--- config.mk ---
export PLATFORM = sky130hd
export DESIGN_NAME = spi_strobe_master
export DESIGN_NICKNAME = d
export VERILOG_FILES = /design/src/rtl/sss_pkg.sv /design/src/rtl/sss_guard_calc.sv /design/src/rtl/sss_sck_gen.sv /design/src/rtl/sss_shifter.sv /design/src/rtl/sss_seq.sv /design/src/rtl/spi_strobe_master.sv
export SDC_FILE = /design/constraint.sdc
export NUM_CORES = 1
export LEC_CHECK = 0
export ABC_AREA = 1
export CAP_MARGIN = 20
export CORE_MARGIN = 2
export CORE_UTILIZATION = 55
export DETAILED_ROUTE_END_ITERATION = 8
export PLACE_DENSITY = 0.78
export SLEW_MARGIN = 40
export SYNTH_ARGS = -nofsm -noshare
export SYNTH_HDL_FRONTEND = slang
export SYNTH_SLANG_ARGS = --single-unit
--- constraint.sdc ---
create_clock -name clk -period 2.38 [get_ports clk]
set_input_delay 0.357 -clock clk [delete_from_list [all_inputs] [get_ports clk]]
set_output_delay 0.357 -clock clk [all_outputs]
set_load 0.03 [all_outputs]
--- src/rtl/sss_pkg.sv ---
package sss_pkg;

   typedef enum logic [2:0] {
      ST_IDLE,
      ST_ARM,
      ST_LEAD,
      ST_SHIFT,
      ST_REL,
      ST_LAG,
      ST_FIN
   } seq_st_e;

   // Largest guard length in system clocks for given code widths.
   function automatic int guard_max(input int pre_w, input int scl_w);
      return (2 * ((2 ** pre_w) - 1) + 1) * (2 ** ((2 ** scl_w) - 1));
   endfunction

endpackage

--- src/rtl/sss_guard_calc.sv ---
module sss_guard_calc #(
   parameter int PRE_W = 2,
   parameter int SCL_W = 2,
   parameter int DLY_W = 6
) (
   input  logic [PRE_W-1:0] pre_code,
   input  logic [SCL_W-1:0] scl_code,
   output logic [DLY_W-1:0] cycles
);

   // Odd divide 2*code+1, then scaled by a power of two.
   logic [DLY_W-1:0] odd_div;

   assign odd_div = DLY_W'({pre_code, 1'b1});
   assign cycles  = odd_div << scl_code;

endmodule

--- src/rtl/sss_sck_gen.sv ---
module sss_sck_gen #(
   parameter int SCK_DIV = 4
) (
   input  logic clk,
   input  logic rst_n,
   input  logic idle,
   input  logic cpol_in,
   input  logic kick,
   input  logic run,
   output logic sck,
   output logic edge_fire
);

   localparam int HALF = SCK_DIV / 2;
   localparam int HC_W = (HALF > 1) ? $clog2(HALF) : 1;

   logic [HC_W-1:0] hcnt;

   assign edge_fire = kick | (run && (hcnt == HC_W'(HALF - 1)));

   always_ff @(posedge clk or negedge rst_n) begin
      if (!rst_n) begin
         sck  <= 1'b0;
         hcnt <= '0;
      end else begin
         if (idle) begin
            sck <= cpol_in;
         end else if (edge_fire) begin
            sck <= ~sck;
         end
         if (!run || edge_fire) begin
            hcnt <= '0;
         end else begin
            hcnt <= hcnt + HC_W'(1);
         end
      end
   end

   // consecutive SCK edges are never in adjacent system clocks
   p_edge_gap_r11: assert property (@(posedge clk) disable iff (!rst_n)
      edge_fire |=> !edge_fire);

   // SCK moves only on an edge or while idle
   p_sck_quiet_r11: assert property (@(posedge clk) disable iff (!rst_n)
      (!idle && !edge_fire) |=> $stable(sck));

endmodule

--- src/rtl/sss_shifter.sv ---
module sss_shifter #(
   parameter int MAX_BITS = 16,
   parameter int BC_W     = 5
) (
   input  logic                clk,
   input  logic                rst_n,
   input  logic                load,
   input  logic                cpha_in,
   input  logic [BC_W-1:0]     nbits_in,
   input  logic [MAX_BITS-1:0] tx_in,
   input  logic                sin,
   input  logic                sample_now,
   input  logic                launch_now,
   input  logic                fin,
   output logic                sout,
   output logic [MAX_BITS-1:0] rx_word
);

   logic [MAX_BITS-1:0] tx_sh;
   logic [MAX_BITS-1:0] rx_sh;
   logic [MAX_BITS-1:0] aligned;

   // Left-justify the used bits so the first bit sits at the top.
   assign aligned = tx_in << (BC_W'(MAX_BITS) - nbits_in);

   always_ff @(posedge clk or negedge rst_n) begin
      if (!rst_n) begin
         tx_sh   <= '0;
         rx_sh   <= '0;
         sout    <= 1'b0;
         rx_word <= '0;
      end else begin
         if (load) begin
            rx_sh <= '0;
            if (!cpha_in) begin
               sout  <= aligned[MAX_BITS-1];
               tx_sh <= aligned << 1;
            end else begin
               sout  <= 1'b0;
               tx_sh <= aligned;
            end
         end else begin
            if (launch_now) begin
               sout  <= tx_sh[MAX_BITS-1];
               tx_sh <= tx_sh << 1;
            end
            if (sample_now) begin
               rx_sh <= {rx_sh[MAX_BITS-2:0], sin};
            end
         end
         if (fin) begin
            rx_word <= rx_sh;
         end
      end
   end

   // received word changes only at the end of a frame
   p_rx_hold_r5: assert property (@(posedge clk) disable iff (!rst_n)
      !fin |=> $stable(rx_word));

   // an edge is either a sample or a launch, never both
   p_edge_role_r3: assert property (@(posedge clk) disable iff (!rst_n)
      !(sample_now && launch_now));

endmodule

--- src/rtl/sss_seq.sv ---
module sss_seq
   import sss_pkg::*;
#(
   parameter int MAX_BITS = 16,
   parameter int MIN_BITS = 8,
   parameter int SZ_W     = 4,
   parameter int BC_W     = 5,
   parameter int EC_W     = 6,
   parameter int DLY_W    = 6
) (
   input  logic             clk,
   input  logic             rst_n,
   input  logic             start,
   input  logic             cpol_in,
   input  logic             cpha_in,
   input  logic             cont_in,
   input  logic [SZ_W-1:0]  size_in,
   input  logic [DLY_W-1:0] lead_in,
   input  logic [DLY_W-1:0] lag_in,
   input  logic             edge_fire,
   output logic             cs_n,
   output logic             stb_n,
   output logic             done,
   output logic             load,
   output logic             kick,
   output logic             run,
   output logic             idle,
   output logic             fin,
   output logic             cpol_q,
   output logic             sample_now,
   output logic             launch_now,
   output logic [BC_W-1:0]  nb_next
);

   seq_st_e          st;
   logic             cpha_q;
   logic             cont_q;
   logic [BC_W-1:0]  nbits_q;
   logic [DLY_W-1:0] lead_q;
   logic [DLY_W-1:0] lag_q;
   logic [DLY_W-1:0] tmr;
   logic [EC_W-1:0]  ecnt;
   logic [BC_W-1:0]  size_p1;
   logic             last_edge;

   assign size_p1 = BC_W'(size_in) + BC_W'(1);
   assign nb_next = (size_p1 < BC_W'(MIN_BITS)) ? BC_W'(MIN_BITS) : size_p1;

   assign idle       = (st == ST_IDLE);
   assign fin        = (st == ST_FIN);
   assign load       = idle && start;
   assign kick       = (st == ST_LEAD) && (tmr == '0);
   assign run        = (st == ST_SHIFT);
   assign sample_now = edge_fire && (ecnt[0] == cpha_q);
   assign launch_now = edge_fire && (ecnt[0] != cpha_q);
   assign last_edge  = edge_fire && (ecnt == ({1'b0, nbits_q, 1'b0} - EC_W'(1)));

   always_ff @(posedge clk or negedge rst_n) begin
      if (!rst_n) begin
         st      <= ST_IDLE;
         cs_n    <= 1'b1;
         stb_n   <= 1'b1;
         done    <= 1'b0;
         cpol_q  <= 1'b0;
         cpha_q  <= 1'b0;
         cont_q  <= 1'b0;
         nbits_q <= BC_W'(MIN_BITS);
         lead_q  <= DLY_W'(1);
         lag_q   <= DLY_W'(1);
         tmr     <= '0;
         ecnt    <= '0;
      end else begin
         done <= 1'b0;
         if (edge_fire) begin
            ecnt <= ecnt + EC_W'(1);
         end
         case (st)
            ST_IDLE: begin
               if (start) begin
                  cs_n    <= 1'b0;
                  cpol_q  <= cpol_in;
                  cpha_q  <= cpha_in;
                  cont_q  <= cont_in;
                  nbits_q <= nb_next;
                  lead_q  <= lead_in;
                  lag_q   <= lag_in;
                  ecnt    <= '0;
                  st      <= ST_ARM;
               end
            end
            ST_ARM: begin
               stb_n <= cont_q;
               tmr   <= lead_q - DLY_W'(1);
               st    <= ST_LEAD;
            end
            ST_LEAD: begin
               if (tmr == '0) begin
                  st <= ST_SHIFT;
               end else begin
                  tmr <= tmr - DLY_W'(1);
               end
            end
            ST_SHIFT: begin
               if (last_edge) begin
                  st <= ST_REL;
               end
            end
            ST_REL: begin
               stb_n <= 1'b1;
               tmr   <= lag_q - DLY_W'(1);
               st    <= ST_LAG;
            end
            ST_LAG: begin
               if (tmr == '0) begin
                  cs_n <= 1'b1;
                  st   <= ST_FIN;
               end else begin
                  tmr <= tmr - DLY_W'(1);
               end
            end
            ST_FIN: begin
               done <= 1'b1;
               st   <= ST_IDLE;
            end
            default: st <= ST_IDLE;
         endcase
      end
   end

   // continuous-clock frames keep the strobe inactive
   p_cont_quiet_r9: assert property (@(posedge clk) disable iff (!rst_n)
      cont_q |-> stb_n);

   // a start during a frame never re-arms the sequence
   p_start_ignored_r10: assert property (@(posedge clk) disable iff (!rst_n)
      (!idle && start) |=> (st != ST_ARM));

   // done lasts a single clock
   p_done_pulse_r8: assert property (@(posedge clk) disable iff (!rst_n)
      done |=> !done);

endmodule

--- src/rtl/spi_strobe_master.sv ---
module spi_strobe_master #(
   parameter  int MAX_BITS = 16,
   parameter  int MIN_BITS = 8,
   parameter  int SCK_DIV  = 4,
   parameter  int PRE_W    = 2,
   parameter  int SCL_W    = 2,
   localparam int SZ_W     = $clog2(MAX_BITS)
) (
   input  logic                clk,
   input  logic                rst_n,
   input  logic                start,
   input  logic [MAX_BITS-1:0] tx_word,
   input  logic [SZ_W-1:0]     frame_size,
   input  logic                cpol,
   input  logic                cpha,
   input  logic                cont_sck,
   input  logic [PRE_W-1:0]    lead_pre,
   input  logic [SCL_W-1:0]    lead_scl,
   input  logic [PRE_W-1:0]    lag_pre,
   input  logic [SCL_W-1:0]    lag_scl,
   input  logic                sin,
   output logic                sck,
   output logic                sout,
   output logic                cs_n,
   output logic                strobe_n,
   output logic [MAX_BITS-1:0] rx_word,
   output logic                done
);

   localparam int BC_W   = $clog2(MAX_BITS + 1);
   localparam int EC_W   = BC_W + 1;
   localparam int DLY_W  = $clog2(sss_pkg::guard_max(PRE_W, SCL_W) + 1);
   localparam int N_GRD  = 2;

   if ((SCK_DIV < 4) || ((SCK_DIV % 2) != 0)) begin : g_bad_div
      $error("SCK_DIV must be even and at least 4");
   end
   if ((MIN_BITS < 2) || (MIN_BITS > MAX_BITS)) begin : g_bad_min
      $error("MIN_BITS must lie in 2..MAX_BITS");
   end
   if ((1 << SZ_W) != MAX_BITS) begin : g_bad_max
      $error("MAX_BITS must be a power of two");
   end

   logic [PRE_W-1:0] pre_codes [N_GRD];
   logic [SCL_W-1:0] scl_codes [N_GRD];
   logic [DLY_W-1:0] grd_cyc   [N_GRD];

   assign pre_codes[0] = lead_pre;
   assign scl_codes[0] = lead_scl;
   assign pre_codes[1] = lag_pre;
   assign scl_codes[1] = lag_scl;

   for (genvar g = 0; g < N_GRD; g++) begin : g_guard
      sss_guard_calc #(
         .PRE_W (PRE_W),
         .SCL_W (SCL_W),
         .DLY_W (DLY_W)
      ) u_calc (
         .pre_code (pre_codes[g]),
         .scl_code (scl_codes[g]),
         .cycles   (grd_cyc[g])
      );
   end

   logic            load, kick, run, idle, fin, edge_fire;
   logic            cpol_q, sample_now, launch_now;
   logic [BC_W-1:0] nb_next;

   sss_seq #(
      .MAX_BITS (MAX_BITS),
      .MIN_BITS (MIN_BITS),
      .SZ_W     (SZ_W),
      .BC_W     (BC_W),
      .EC_W     (EC_W),
      .DLY_W    (DLY_W)
   ) u_seq (
      .clk        (clk),
      .rst_n      (rst_n),
      .start      (start),
      .cpol_in    (cpol),
      .cpha_in    (cpha),
      .cont_in    (cont_sck),
      .size_in    (frame_size),
      .lead_in    (grd_cyc[0]),
      .lag_in     (grd_cyc[1]),
      .edge_fire  (edge_fire),
      .cs_n       (cs_n),
      .stb_n      (strobe_n),
      .done       (done),
      .load       (load),
      .kick       (kick),
      .run        (run),
      .idle       (idle),
      .fin        (fin),
      .cpol_q     (cpol_q),
      .sample_now (sample_now),
      .launch_now (launch_now),
      .nb_next    (nb_next)
   );

   sss_sck_gen #(
      .SCK_DIV (SCK_DIV)
   ) u_sck (
      .clk       (clk),
      .rst_n     (rst_n),
      .idle      (idle),
      .cpol_in   (cpol),
      .kick      (kick),
      .run       (run),
      .sck       (sck),
      .edge_fire (edge_fire)
   );

   sss_shifter #(
      .MAX_BITS (MAX_BITS),
      .BC_W     (BC_W)
   ) u_shift (
      .clk        (clk),
      .rst_n      (rst_n),
      .load       (load),
      .cpha_in    (cpha),
      .nbits_in   (nb_next),
      .tx_in      (tx_word),
      .sin        (sin),
      .sample_now (sample_now),
      .launch_now (launch_now),
      .fin        (fin),
      .sout       (sout),
      .rx_word    (rx_word)
   );

   // the strobe is only ever active inside chip select
   p_stb_in_cs_r8: assert property (@(posedge clk) disable iff (!rst_n)
      !strobe_n |-> !cs_n);

   // done follows a clock in which chip select was already released
   p_done_after_cs_r8: assert property (@(posedge clk) disable iff (!rst_n)
      done |-> (cs_n && $past(cs_n)));

   // SCK rests at the latched polarity when chip select releases
   p_sck_idle_r2: assert property (@(posedge clk) disable iff (!rst_n)
      $rose(cs_n) |-> (sck == cpol_q));

endmodule

-- Word level (Yosys, flattened, before mapping)
Cells that the tools add are included.
- add/sub/neg operators: 8
- $lt $le $gt $ge: 1
- equality and inequality tests: 14
- shift operators: 3
- muxes and demuxes: 27
- bitwise gates (word level): 2
- reduce and logical (&&, ||, !) cells: 21
- operators by type and width (kind ; number):
    2-to-1 mux 16 bit ; 5
    2-to-1 mux 6 bit ; 4
    one-hot mux 3 bit (6 select lines) ; 1
    one-hot mux 6 bit (3 select lines) ; 1
    subtractor 6 x 1 -> 6 bit, second input constant ; 3
    left shift 16 x 5 -> 16 bit ; 1
    2-to-1 mux 3 bit ; 4
    left shift 3 x 2 -> 6 bit ; 2
    nonzero test 2 bit ; 5
    equality test 3 bit, second input constant ; 3
    2-to-1 mux 1 bit ; 9
    != test 2 bit, second input constant ; 4
    equality test 6 x 7 -> 1 bit ; 1
    subtractor 6 x 1 -> 7 bit, second input constant ; 1
    adder 6 x 1 -> 6 bit, second input constant ; 1
    equality test 3 x 2 -> 1 bit, second input constant ; 2
    logical AND 1 bit ; 6
    logical NOT 6 bit ; 1
    adder 4 x 1 -> 5 bit, second input constant ; 1
    < comparator 5 x 4 -> 1 bit, second input constant ; 1
    2-to-1 mux 5 bit ; 1
    subtractor 5 bit, first input constant ; 1
    one-hot mux 1 bit (2 select lines) ; 2
    AND reduction 2 bit ; 2
    other kinds (14) ; 14
- register bits after elaboration: 88
- input bits: 35
- output and inout port bits: 21
- logic and storage cells: 93

-- Longest topological paths before layout
Gate-level depths: netlist of run 1.
- word-level depth: 7
- gate-level depth with buffers: 18
- depth with buffers taken out: 18

-- Hierarchy
A second synthesis of run 1 with hierarchy kept.
- cells, all modules: 735
- area total of the unflattened synthesis: 5248.8 um^2
- by module, submodules not included (module ; times used ; cells an instance ; area an instance (um^2) ; sequential area each (um^2)):
    sss_shifter ; 1 ; 412 ; 2907.8 ; 1226.2
    sss_seq ; 1 ; 275 ; 2095.8 ; 957.2
    sss_guard_calc ; 2 ; 17 ; 72.6 ; 0.0
    sss_sck_gen ; 1 ; 14 ; 100.1 ; 50.0

-- Least setup slack after synthesis of run 1
OpenSTA, ideal clock, no wires.
- path kind: input -> register
- start: input port frame_size[0]
- end: register u_shift.tx_sh[9]
- library setup time: 113 ps
- data arrival time: 2165 ps
- required time: 2267 ps
- setup slack: 103 ps
- stages on the path: 18
- buffers on the path: 1
- path through: ha_1 > nand2_1 > inv_1 > nand2_1 > nand3_1 > nand2_1 > ha_1 > inv_1 > clkbuf_1 > nand3_1 > nand2_1 > nand2_1 > nand2_1 > nand2_1 > nand3_1 > nand3_1 > nand2_1 > inv_1
- cells in the longest elaborated chain, start to end: 7
- RTL lines (item ; RTL line ; RTL):
    from (decl) ; spi_strobe_master.sv:13 ; input logic [SZ_W-1:0] frame_size,
    adder 4 x 1 -> 5 bit * ; sss_seq.sv:46 ; assign size_p1 = BC_W'(size_in) + BC_W'(1);
    < comparator 5 x 4 -> 1 bit ; sss_seq.sv:47 ; assign nb_next = (size_p1 < BC_W'(MIN_BITS)) ? BC_W'(MIN_BITS) : size_p1;
    2-to-1 mux 5 bit * ; sss_seq.sv:47 ;
    subtractor 5 bit * ; sss_shifter.sv:24 ; assign aligned = tx_in << (BC_W'(MAX_BITS) - nbits_in);
    left shift 16 x 5 -> 16 bit * ; sss_shifter.sv:24 ;
    2-to-1 mux 16 bit * ; sss_shifter.sv:35 ; if (!cpha_in) begin
    2-to-1 mux 16 bit * ; sss_shifter.sv:33 ; if (load) begin
    to (signal assigned) ; sss_shifter.sv:37 ; tx_sh <= aligned << 1;
    to (signal assigned) ; sss_shifter.sv:40 ; tx_sh <= aligned;
    to (signal assigned) ; sss_shifter.sv:45 ; tx_sh <= tx_sh << 1;
    to (decl) ; sss_shifter.sv:19 ; logic [MAX_BITS-1:0] tx_sh;
Mark *: on every way between the ends. The rest lies on a longest branch, timed or not.
A chain may end at the register's enable or synchronous reset.

-- Worst setup path in the final report of run 1
- start: input port frame_size[2]
- end: register u_shift.tx_sh[6]
Same word-level chain as after synthesis.

==> results of run 1 <==
[placed cells by master, fill, tap and decap left out, types with 3 or more instances in the layout]
cell type / count
buf_4: 32
nand2_1: 217
o21ai_0: 57
nand3_1: 57
buf_6: 3
o31ai_1: 5
ha_1: 3
nor2_2: 8
or2_0: 3
a21oi_1: 8
dfrtp_1: 83
clkdlybuf4s50_1: 52
o22ai_1: 17
dfstp_2: 5
inv_1: 61
nor3_1: 7
clkbuf_8: 10
nand3_2: 6
nor2_1: 35
inv_2: 13
or2_2: 4
nand4_1: 17
a31oi_1: 4
nand2_2: 17
o211ai_1: 3
o21ai_1: 8
xor2_1: 7
[stage by stage]
step	setup TNS, ps	instance area [sq um]	cells
global placement	-5370	5840	864
floorplan	0	4980	686
detailed placement	-6670	5840	864
CTS	0	6080	881
global route	0	6190	882
finish	0	6190	882
[layout make-up]
class	count	area [sq um]	area share [%]
repair buffers	91	850	13.7
multi-input cells	504	2500	40.4
flip-flops and latches	88	2210	35.7
clock inverters	6	75.1	1.21
inverters	75	282	4.55
clock buffers	10	138	2.22
well taps	108	135	2.18
[cell families (layout without fill, tap and decap cells)]
kind of cell | count (synthesis) | after routing
AOI/OAI and AO/OA | 112 | 112
xor gates and xnor gates | 9 | 9
adders and majority gates | 5 | 5
buffers and inverters | 95 | 182
DFF | 88 | 88
and+or+nand+nor | 377 | 378
[final timing paths]
kind / to / slack [ps] / cells past startpoint / startpoint
max: u_shift.tx_sh[6] / 120 / 17 / frame_size[2]
min: u_sck.hcnt / 430 / 1 / u_sck.hcnt
max reg2reg: u_seq.tmr[4] / 270 / 13 / u_seq.st[0]
min reg2reg: u_sck.hcnt / 430 / 1 / u_sck.hcnt
max in group asynchronous: u_seq.cs_n / 1180 / 3 / rst_n
min in group asynchronous: u_seq.lead_q[2] / 520 / 2 / rst_n
[metal layers]
layer	global-route usage, %	up-vias	share of wire (%)
li1	-	2432	-
met1	30.3	2223	43
met2	42.7	150	49
met3	4.71	26	5.3
met4	7.80	0	2.1
met5	0	-	0
[power by group through the flow]
stage               sequential [mW]  clock, mW  combinational [mW]
floorplan                      2.76          0                2.00
global placement               2.53          0                3.12
detailed placement             2.55          0                3.20
CTS                            2.53       1.11                3.23
global route                   2.62       1.16                3.68
finish                         2.53       1.09                3.29
[registers in the layout, summed over array words and instances, names as in the netlist, 3 cells and up]
name,cells
u_shift.rx_sh,16
u_shift.rx_word,16
u_shift.tx_sh,16
u_seq.ecnt,6
u_seq.lag_q,6
u_seq.lead_q,6
u_seq.tmr,6
u_seq.nbits_q,5
u_seq.st,3
[timing repair]
action | 4_1_cts | 5_1_grt
pin swaps | 1 | 13
resized for setup | 4 | 34
cloned | 0 | 1
hold buffers | 1 | 0
endpoints found under the setup margin | 10 | 18
endpoints found under the hold margin | 2 | 0
==> metrics.cfg, run 1 <==
[yosys]
synth_seq_area_share_pct=44.4
synth-edff-count=0
synth.most_common_cell=nand2_1
synth_cell_types=40
synth_top_area_share_pct=41.7
synthXorXnorAreaFrac_pct=1.58
synth.avg_cell_area_sq_um=7.26
synth_top_family_by_area=simple AND/OR/NAND/NOR gates
yosysTopAreaCell=dfrtp_1
synthMuxAreaShare_pct=0
async_flop_share_pct=100
yosysWarnings=0
netlist_instances=686
synthSimpleGateAreaFrac_pct=32.5
syn_area_sq_um=4980
synth_compound_area_share_pct=12.7
ys_seq_elements=88
yosys.area_share.adder_pct=1.26
synth_common_cells=nand2_1, dfrtp_1, inv_1, nand3_1, o21ai_0
syn_nets=726
ys.flop_type=dfrtp_1
synthTopCellsByArea=dfrtp_1, nand2_1, nand3_1

[power]
powerDensity_nw_per_um2=1120
internal-power_mw=3.96
p_clk_share_pct=15.7
p_sw_share_pct=42.6
p_leak_nw=3.00
seqPwrFrac_pct=36.7
p_sw_mw=2.95
comb_power_share_pct=47.6
irDropWorstVdd_mv=0.543
power_mw=6.91

[clocking]
postCtsSetupBuffers=0
htreeDepth=3
root_buffer=clkbuf_8
cts_tree=done
clk_pin_slew_worst_paths_ps=90
clock_path_buffers=2
cts_inserted_buffers=9
numClockSinks=88
clk_latency_ps=360

[sta]
finalCriticalPeriod_ps=2260
worst_pin_slew_ps=687
relSlewSlack_pct=53.9
rsz0062_at_grt=false
fin_hold_ws_ps=431
fmax_mhz=443
fin_worst_skew_ps=10.7
setup_slack_ps=121
finalCritPeriodShare_pct=94.9
slew_violations=0
setup_viol=0
hold_viol=0

[critical_path]
crit_path_frequent_cell=nand3_1
start_kind=input port
path_class=input port to flop
crit_buf_inv=4
crit_family=simple AND/OR/NAND/NOR gates
cp.arrival_ps=2510
slowest_stage=clkdlybuf4s50_1
path_max_fanout=7
worstPathCellList=clkdlybuf4s50_1 > nand3_1 > nand2_1 > nand3_2 > nand2_2 > ha_4 > inv_2 > buf_6 > nand3_1 > nand2_2 > nand3_1 > nand2_2 > inv_1 > nand3_1 > nand3_1 > nand2_1 > nand2_1
max_stage_delay_ps=520
endpoint_kind=flop
cp.required_ps=2630

[final_layout]
syn_to_final_growth_pct=24.3
utilization_pct=70.6
fill_cells=708
fin_nets=809
drive_gt1_share_pct=14.7
diodes=0

[floorplanning]
die_height_um=99.1
core_area_sq_um=8760
start_util_pct=56.8
fp.dieW_um=99.1
rows=34
ios=56
die_area_sq_um=9830

[detailed_routing]
viasPerCell=5.48
drc=0
routed-via-count=4831
first_pass_iters=7
drt-total-wl_um=11700
routedWlPerCell_um=13.2
ant_nets=0
initialDrtViolationCount=270

[global_route]
track_usage_pct=24.3
grt_pass1_vias=4584
grt_pass1_wl_um=19800
antenna_found_initial=0
grt_max_degree=46
grt.overflow.total=0

[placement]
hpwl_um=8380
pre_cts_slack_ps=-470
gp_congestion=0.885
portBuffers=55

[run_status]
status=completed

[run]
cap_viol_max_count=0

[worst_hold_path]
hold_path_class=flop to flop

(Power assumes the default switching activity.)
==> inputs of run 2 (changes only) <==
--- a/config.mk
+++ b/config.mk
@@ -9,6 +9,7 @@
 export CAP_MARGIN = 20
 export CORE_MARGIN = 2
 export CORE_UTILIZATION = 55
+export CTS_BUF_LIST = sky130_fd_sc_hd__clkbuf_16
 export DETAILED_ROUTE_END_ITERATION = 8
 export PLACE_DENSITY = 0.78
 export SLEW_MARGIN = 40
==> metrics.cfg, run 2 (synthesis gave the netlist of run 1 again) <==
[power]
p_leak_nw=3.04  ; was 3.00 nW
irDropWorstVdd_mv=0.543  ; about the same
p_sw_share_pct=41.2  ; was 42.6%
internal-power_mw=4.26  ; was 3.96 mW
p_clk_share_pct=19.6  ; was 15.7%
p_sw_mw=2.99  ; was 2.95 mW
seqPwrFrac_pct=35.0  ; was 36.7%
comb_power_share_pct=45.4  ; was 47.6%
powerDensity_nw_per_um2=1160  ; was 1120 nW/um^2

[clocking]
numClockSinks=88  ; unchanged
clock_path_buffers=2  ; unchanged
cts_inserted_buffers=9  ; unchanged
clk_latency_ps=340  ; was 360 ps
root_buffer=clkbuf_16  ; was clkbuf_8
hold_buffers=0  ; was 1
cts_tree=done  ; unchanged
clk_pin_slew_worst_paths_ps=60  ; was 90 ps
postCtsSetupBuffers=0  ; unchanged
htreeDepth=3  ; unchanged

[global_route]
track_usage_pct=24.7  ; was 24.3%
grt_pass1_vias=4560  ; was 4584
antenna_found_initial=0  ; unchanged
grt.overflow.total=0  ; unchanged
grt_max_degree=46  ; unchanged
grt_pass1_wl_um=20100  ; was 19800 um

[final_layout]
fin_cells=882  ; unchanged
multiInputGateArea_sq_um=2500  ; about the same
utilization_pct=71.6  ; was 70.6%
final_cell_mix=nand2_1, dfrtp_1, inv_1  ; unchanged
syn_to_final_growth_pct=26.1  ; was 24.3%
fill_cells=697  ; was 708
fin_nets=809  ; unchanged
layout_commonest_cell=nand2_1  ; unchanged
largest_registers=u_shift.rx_sh (16), u_shift.rx_word (16), u_shift.tx_sh (16)  ; unchanged
regArea_sq_um=2210  ; unchanged
diodes=0  ; unchanged
drive_gt1_share_pct=14.9  ; was 14.7%

[placement]
pre_cts_slack_ps=-470  ; unchanged
hpwl_um=8380  ; unchanged
portBuffers=55  ; unchanged
placed_cells=864  ; unchanged
gp_congestion=0.885  ; unchanged

[floorplanning]
fp.dieW_um=99.1  ; unchanged
die_area_sq_um=9830  ; unchanged
rows=34  ; unchanged
core_area_sq_um=8760  ; unchanged
ios=56  ; unchanged
die_height_um=99.1  ; unchanged
start_util_pct=56.8  ; unchanged

[worst_hold_path]
hold_path_class=input port to asynchronous set/reset pin  ; was flop to flop

[sta]
fin_worst_skew_ps=7.41  ; was 10.7 ps
setup_slack_ps=80.1  ; was 121 ps
finalCriticalPeriod_ps=2300  ; was 2260 ps
finalCritPeriodShare_pct=96.6  ; was 94.9%
setup_tns_ps=0  ; unchanged
fmax_mhz=435  ; was 443 MHz
fin_hold_ws_ps=14.8  ; was 431 ps
worst_pin_slew_ps=681  ; was 687 ps
relSlewSlack_pct=54.3  ; was 53.9%
hold_viol=0  ; unchanged
slew_violations=0  ; unchanged
setup_viol=0  ; unchanged

[run_status]
status=completed  ; unchanged

[critical_path]
crit_path_frequent_cell=nand2_1  ; was nand3_1
worstPathCellList=clkdlybuf4s50_1 > nand3_1 > nand2_1 > nand3_2 > nand2_2 > ha_4 > inv_2 > buf_6 > nand3_1 > nand2_2 > nand2_1 > nand2_1 > nand2_1 > nand3_2 > nand3_1 > nand2_1 > inv_1  ; was clkdlybuf4s50_1 > nand3_1 > nand2_1 > nand3_2 > nand2_2 > ha_4 > inv_2 > buf_6 > nand3_1 > nand2_2 > nand3_1 > nand2_2 > inv_1 > nand3_1 > nand3_1 > nand2_1 > nand2_1
endpoint_kind=flop  ; unchanged
cp.arrival_ps=2530  ; was 2510 ps
path_class=input port to flop  ; unchanged
slowest_stage=clkdlybuf4s50_1  ; unchanged
path_max_fanout=7  ; unchanged
cp.required_ps=2610  ; was 2630 ps
start_kind=input port  ; unchanged
max_stage_delay_ps=530  ; was 520 ps

[detailed_routing]
drt-total-wl_um=11900  ; was 11700 um
routedWlPerCell_um=13.4  ; was 13.2 um
routed-via-count=4829  ; was 4831
drc=0  ; unchanged
viasPerCell=5.48  ; about the same
ant_nets=0  ; unchanged
initialDrtViolationCount=279  ; was 270
first_pass_iters=6  ; was 7

[run]
cap_viol_max_count=0  ; unchanged

run 2: cell count changes in the layout (fill, tap and decap cells not counted):
cell | before | now
clkbuf_8 | 10 | 0
clkbuf_16 | 0 | 9
o21ai_1 | 8 | 6
buf_2 | 0 | 1
clkinv_1 | 1 | 2
dlygate4sd3_1 | 1 | 0
o21ai_0 | 57 | 58
o21ai_2 | 1 | 2
run 2: critical path: cells and delay by family:
family                     cells  cell delay, ps
and+or+nand+nor               12            1180
buffers and inverters          4             770
adders and majority gates      1             210
run 2: power by group through the flow:
stage / Sequential [mW] / Combinational (mW) / Clock (mW)
after global routing: 2.62 / 3.69 / 1.51
after CTS: 2.53 / 3.24 / 1.45
after floorplan: 2.76 / 2.00 / 0
after global placement: 2.53 / 3.12 / 0
after detailed placement: 2.55 / 3.20 / 0
final: 2.54 / 3.29 / 1.42
run 2: metrics by stage:
step | power, mW | cell area (sq um)
after floorplan | 4.75 | 4980
after global placement | 5.64 | 5840
after detailed placement | 5.76 | 5840
after CTS | 7.22 | 6170
after global routing | 7.82 | 6280
final | 7.25 | 6280
run 2: metal layers:
metal | vias to the layer above | GRT usage (%) | share of wire, % | wire length (um)
met1 | 2228 | 31.0 | 43 | 5140
li1 | 2424 | - | - | -
met2 | 151 | 43.2 | 50 | 5900
met5 | - | 0 | 0 | 0
met4 | 0 | 8.22 | 1.7 | 198
met3 | 26 | 4.43 | 5.2 | 614
run 2: cell type report:
cell class                 count  share of cell area (%)
timing repair buffer          91                    13.5
inverter                      75                    4.49
multi-input combinational    504                    39.9
tap                          108                    2.15
sequential                    88                    35.2
clock inverter                 7                    1.26
clock buffer                   9                    3.59
run 2: path summary, 6_finish.rpt:
kind	start	endpoint	slack (ps)	cells past startpoint
worst max-delay path	frame_size[2]	u_shift.tx_sh[11]	80	17
worst min-delay path	rst_n	u_seq.lead_q[4]	10	1
worst max register to register	u_seq.st[0]	u_seq.tmr[4]	210	12
worst min register to register	u_sck.hcnt	u_sck.hcnt	430	1
max in group asynchronous	rst_n	u_seq.cs_n	1690	2
min in group clk	u_sck.hcnt	u_sck.hcnt	430	1
run 2: timing repair:
item | CTS | global route
setup endpoints to repair | 11 | 17
gates cloned | 0 | 2
pin swaps | 1 | 13
gates resized for setup | 6 | 32
==> inputs of run 3 (changes only) <==
--- a/config.mk
+++ b/config.mk
@@ -8,10 +8,10 @@
 export ABC_AREA = 1
 export CAP_MARGIN = 20
 export CORE_MARGIN = 2
-export CORE_UTILIZATION = 55
+export CORE_UTILIZATION = 50
 export CTS_BUF_LIST = sky130_fd_sc_hd__clkbuf_16
 export DETAILED_ROUTE_END_ITERATION = 8
-export PLACE_DENSITY = 0.78
+export PLACE_DENSITY = 0.72
 export SLEW_MARGIN = 40
 export SYNTH_ARGS = -nofsm -noshare
 export SYNTH_HDL_FRONTEND = slang
==> metrics.cfg, run 3 (synthesis gave the netlist of run 1 again) <==
[run_status]
status=finished with violations  ; was completed
violations=negative hold slack

[sta]
fin_hold_ws_ps=-21.4  ; was 14.8 ps
finalCriticalPeriod_ps=2200  ; was 2300 ps
finalCritPeriodShare_pct=92.3  ; was 96.6%
hold_viol=13  ; was 0
fin_worst_skew_ps=8.69  ; was 7.41 ps
setup_viol=0  ; unchanged
relSlewSlack_pct=53.9  ; was 54.3%
slew_violations=0  ; unchanged
worst_pin_slew_ps=688  ; was 681 ps
rsz0062_at_grt=false
fmax_mhz=455  ; was 435 MHz

[power]
irDropWorstVdd_mv=0.462  ; was 0.543 mV
p_leak_nw=3.10  ; was 3.04 nW
powerDensity_nw_per_um2=1180  ; was 1160 nW/um^2

[floorplanning]
ios=56  ; unchanged
die_area_sq_um=10800  ; was 9830 sq um
fp.dieW_um=104  ; was 99.1 um
rows=36  ; was 34
start_util_pct=51.2  ; was 56.8%
die_height_um=104  ; was 99.1 um
core_area_sq_um=9730  ; was 8760 sq um

[critical_path]
path_max_fanout=5  ; was 7
cp.required_ps=2620  ; was 2610 ps
endpoint_kind=flop  ; unchanged
cp.arrival_ps=2430  ; was 2530 ps
r2r_setup_slack_ps=270  ; was 210 ps
path_class=input port to flop  ; unchanged
start_kind=input port  ; unchanged

[placement]
gp_congestion=0.923  ; was 0.885
portBuffers=55  ; unchanged
hpwl_um=8580  ; was 8380 um

[global_route]
grt.overflow.total=0  ; unchanged
track_usage_pct=23.1  ; was 24.7%
grt_pass1_vias=4619  ; was 4560
grt_pass1_wl_um=20700  ; was 20100 um
grt_max_degree=61  ; was 46
antenna_found_initial=0  ; unchanged

[clocking]
cts_inserted_buffers=9  ; unchanged
htreeDepth=3  ; unchanged
cts_tree=done  ; unchanged
clk_pin_slew_worst_paths_ps=70  ; was 60 ps
clock_path_buffers=2  ; unchanged
numClockSinks=88  ; unchanged
clk_latency_ps=340  ; about the same
hold_buffers=0  ; unchanged
root_buffer=clkbuf_16  ; unchanged

[final_layout]
syn_to_final_growth_pct=27.4  ; was 26.1%
layout_commonest_cell=nand2_1  ; unchanged
diodes=0  ; unchanged
drive_gt1_share_pct=13.3  ; was 14.9%
multiInputGateArea_sq_um=2440  ; was 2500 sq um
regArea_sq_um=2210  ; unchanged
largest_registers=u_shift.rx_sh (16), u_shift.rx_word (16), u_shift.tx_sh (16)  ; unchanged
utilization_pct=65.2  ; was 71.6%
fill_cells=890  ; was 697
fin_nets=816  ; was 809
final_cell_mix=nand2_1, dfrtp_1, inv_1  ; unchanged

[worst_hold_path]
hold_path_class=input port to asynchronous set/reset pin  ; unchanged

[detailed_routing]
viasPerCell=5.32  ; was 5.48
routedWlPerCell_um=13.2  ; was 13.4 um
drc=0  ; unchanged
ant_nets=0  ; unchanged
first_pass_iters=5  ; was 6
drt-total-wl_um=12100  ; was 11900 um
initialDrtViolationCount=186  ; was 279
routed-via-count=4866  ; was 4829

[run]
cap_viol_max_count=0  ; unchanged

[run 3: cell count changes in the layout (fill, tap and decap cells not counted), moves of 2 or more]
cell	previous run	this run
inv_2	13	11
nand3_2	6	3
nand2_2	17	9
clkinv_4	2	0
nor2_2	8	5
nor2_1	35	38
o21ai_1	6	8
inv_1	61	63
bufinv_16	1	3
buf_4	32	39
nand3_1	57	61
nand2_1	217	225
[run 3: path summary, 6_finish.rpt]
check | startpoint | endpoint | depth (start not counted)
worst max register to register | u_seq.st[0] | u_seq.tmr[4] | 12
worst min-delay path | rst_n | u_shift.tx_sh[14] | 1
min in group clk | u_sck.hcnt | u_sck.hcnt | 1
worst min register to register | u_sck.hcnt | u_sck.hcnt | 1
worst max-delay path | frame_size[3] | u_shift.tx_sh[11] | 17
max in group asynchronous | rst_n | u_shift.rx_sh[8] | 2
[run 3: layer usage]
metal / vias up / GRT usage, % / wire length, um
met3: 19 / 3.59 / 505
met2: 110 / 40.8 / 6180
met1: 2296 / 29.0 / 5250
met5: - / 0 / 0
met4: 0 / 7.72 / 172
li1: 2441 / - / -
[run 3: final cells by class]
class                   instances  share of cell area (%)
multi-input cells             504                    38.5
well taps                     133                    2.62
clock inverters                 7                    1.84
flip-flops and latches         88                    34.8
repair buffers                 98                    14.2
clock buffers                   9                    3.55
inverters                      75                    4.44
[run 3: where the power goes]
part | switching (mW) | total (mW) | internal [mW]
clock network | 0.594 | 1.62 | 1.03
logic | 2.02 | 3.31 | 1.29
registers | 0.367 | 2.53 | 2.16
total | 2.98 | 7.46 | 4.48
[run 3: through the flow]
stage | setup TNS [ps] | area, sq um | setup slack [ps] | instances | total power [mW]
finish | 0 | 6340 | 184 | 914 | 7.46
global route | 0 | 6340 | 36.9 | 914 | 8.05
CTS | 0 | 6290 | 9.36 | 911 | 7.47
detailed placement | -6440 | 5910 | -475 | 894 | 5.79
global placement | -5660 | 5910 | -420 | 894 | 5.67
floorplan | 0 | 4980 | 103 | 686 | 4.75
[run 3: repair_timing]
item | in CTS | in global routing
setup buffers | 0 | 2
resized for setup | 11 | 9
cloned | 1 | 1
setup endpoints to repair | 11 | 18
pin swaps | 2 | 3
[run 3: critical path: stages]
cell	delay [ps]
clkdlybuf4s50_1	470
inv_1	110
nand4_1	130
nand3_2	110
nand2_2	70
ha_4	250
inv_2	80
buf_4	140
nand3_1	90
nand2_2	90
nand2_1	60
nand2_1	80
nand2_1	70
nand3_1	100
nand3_1	100
nand2_1	80
inv_1	40
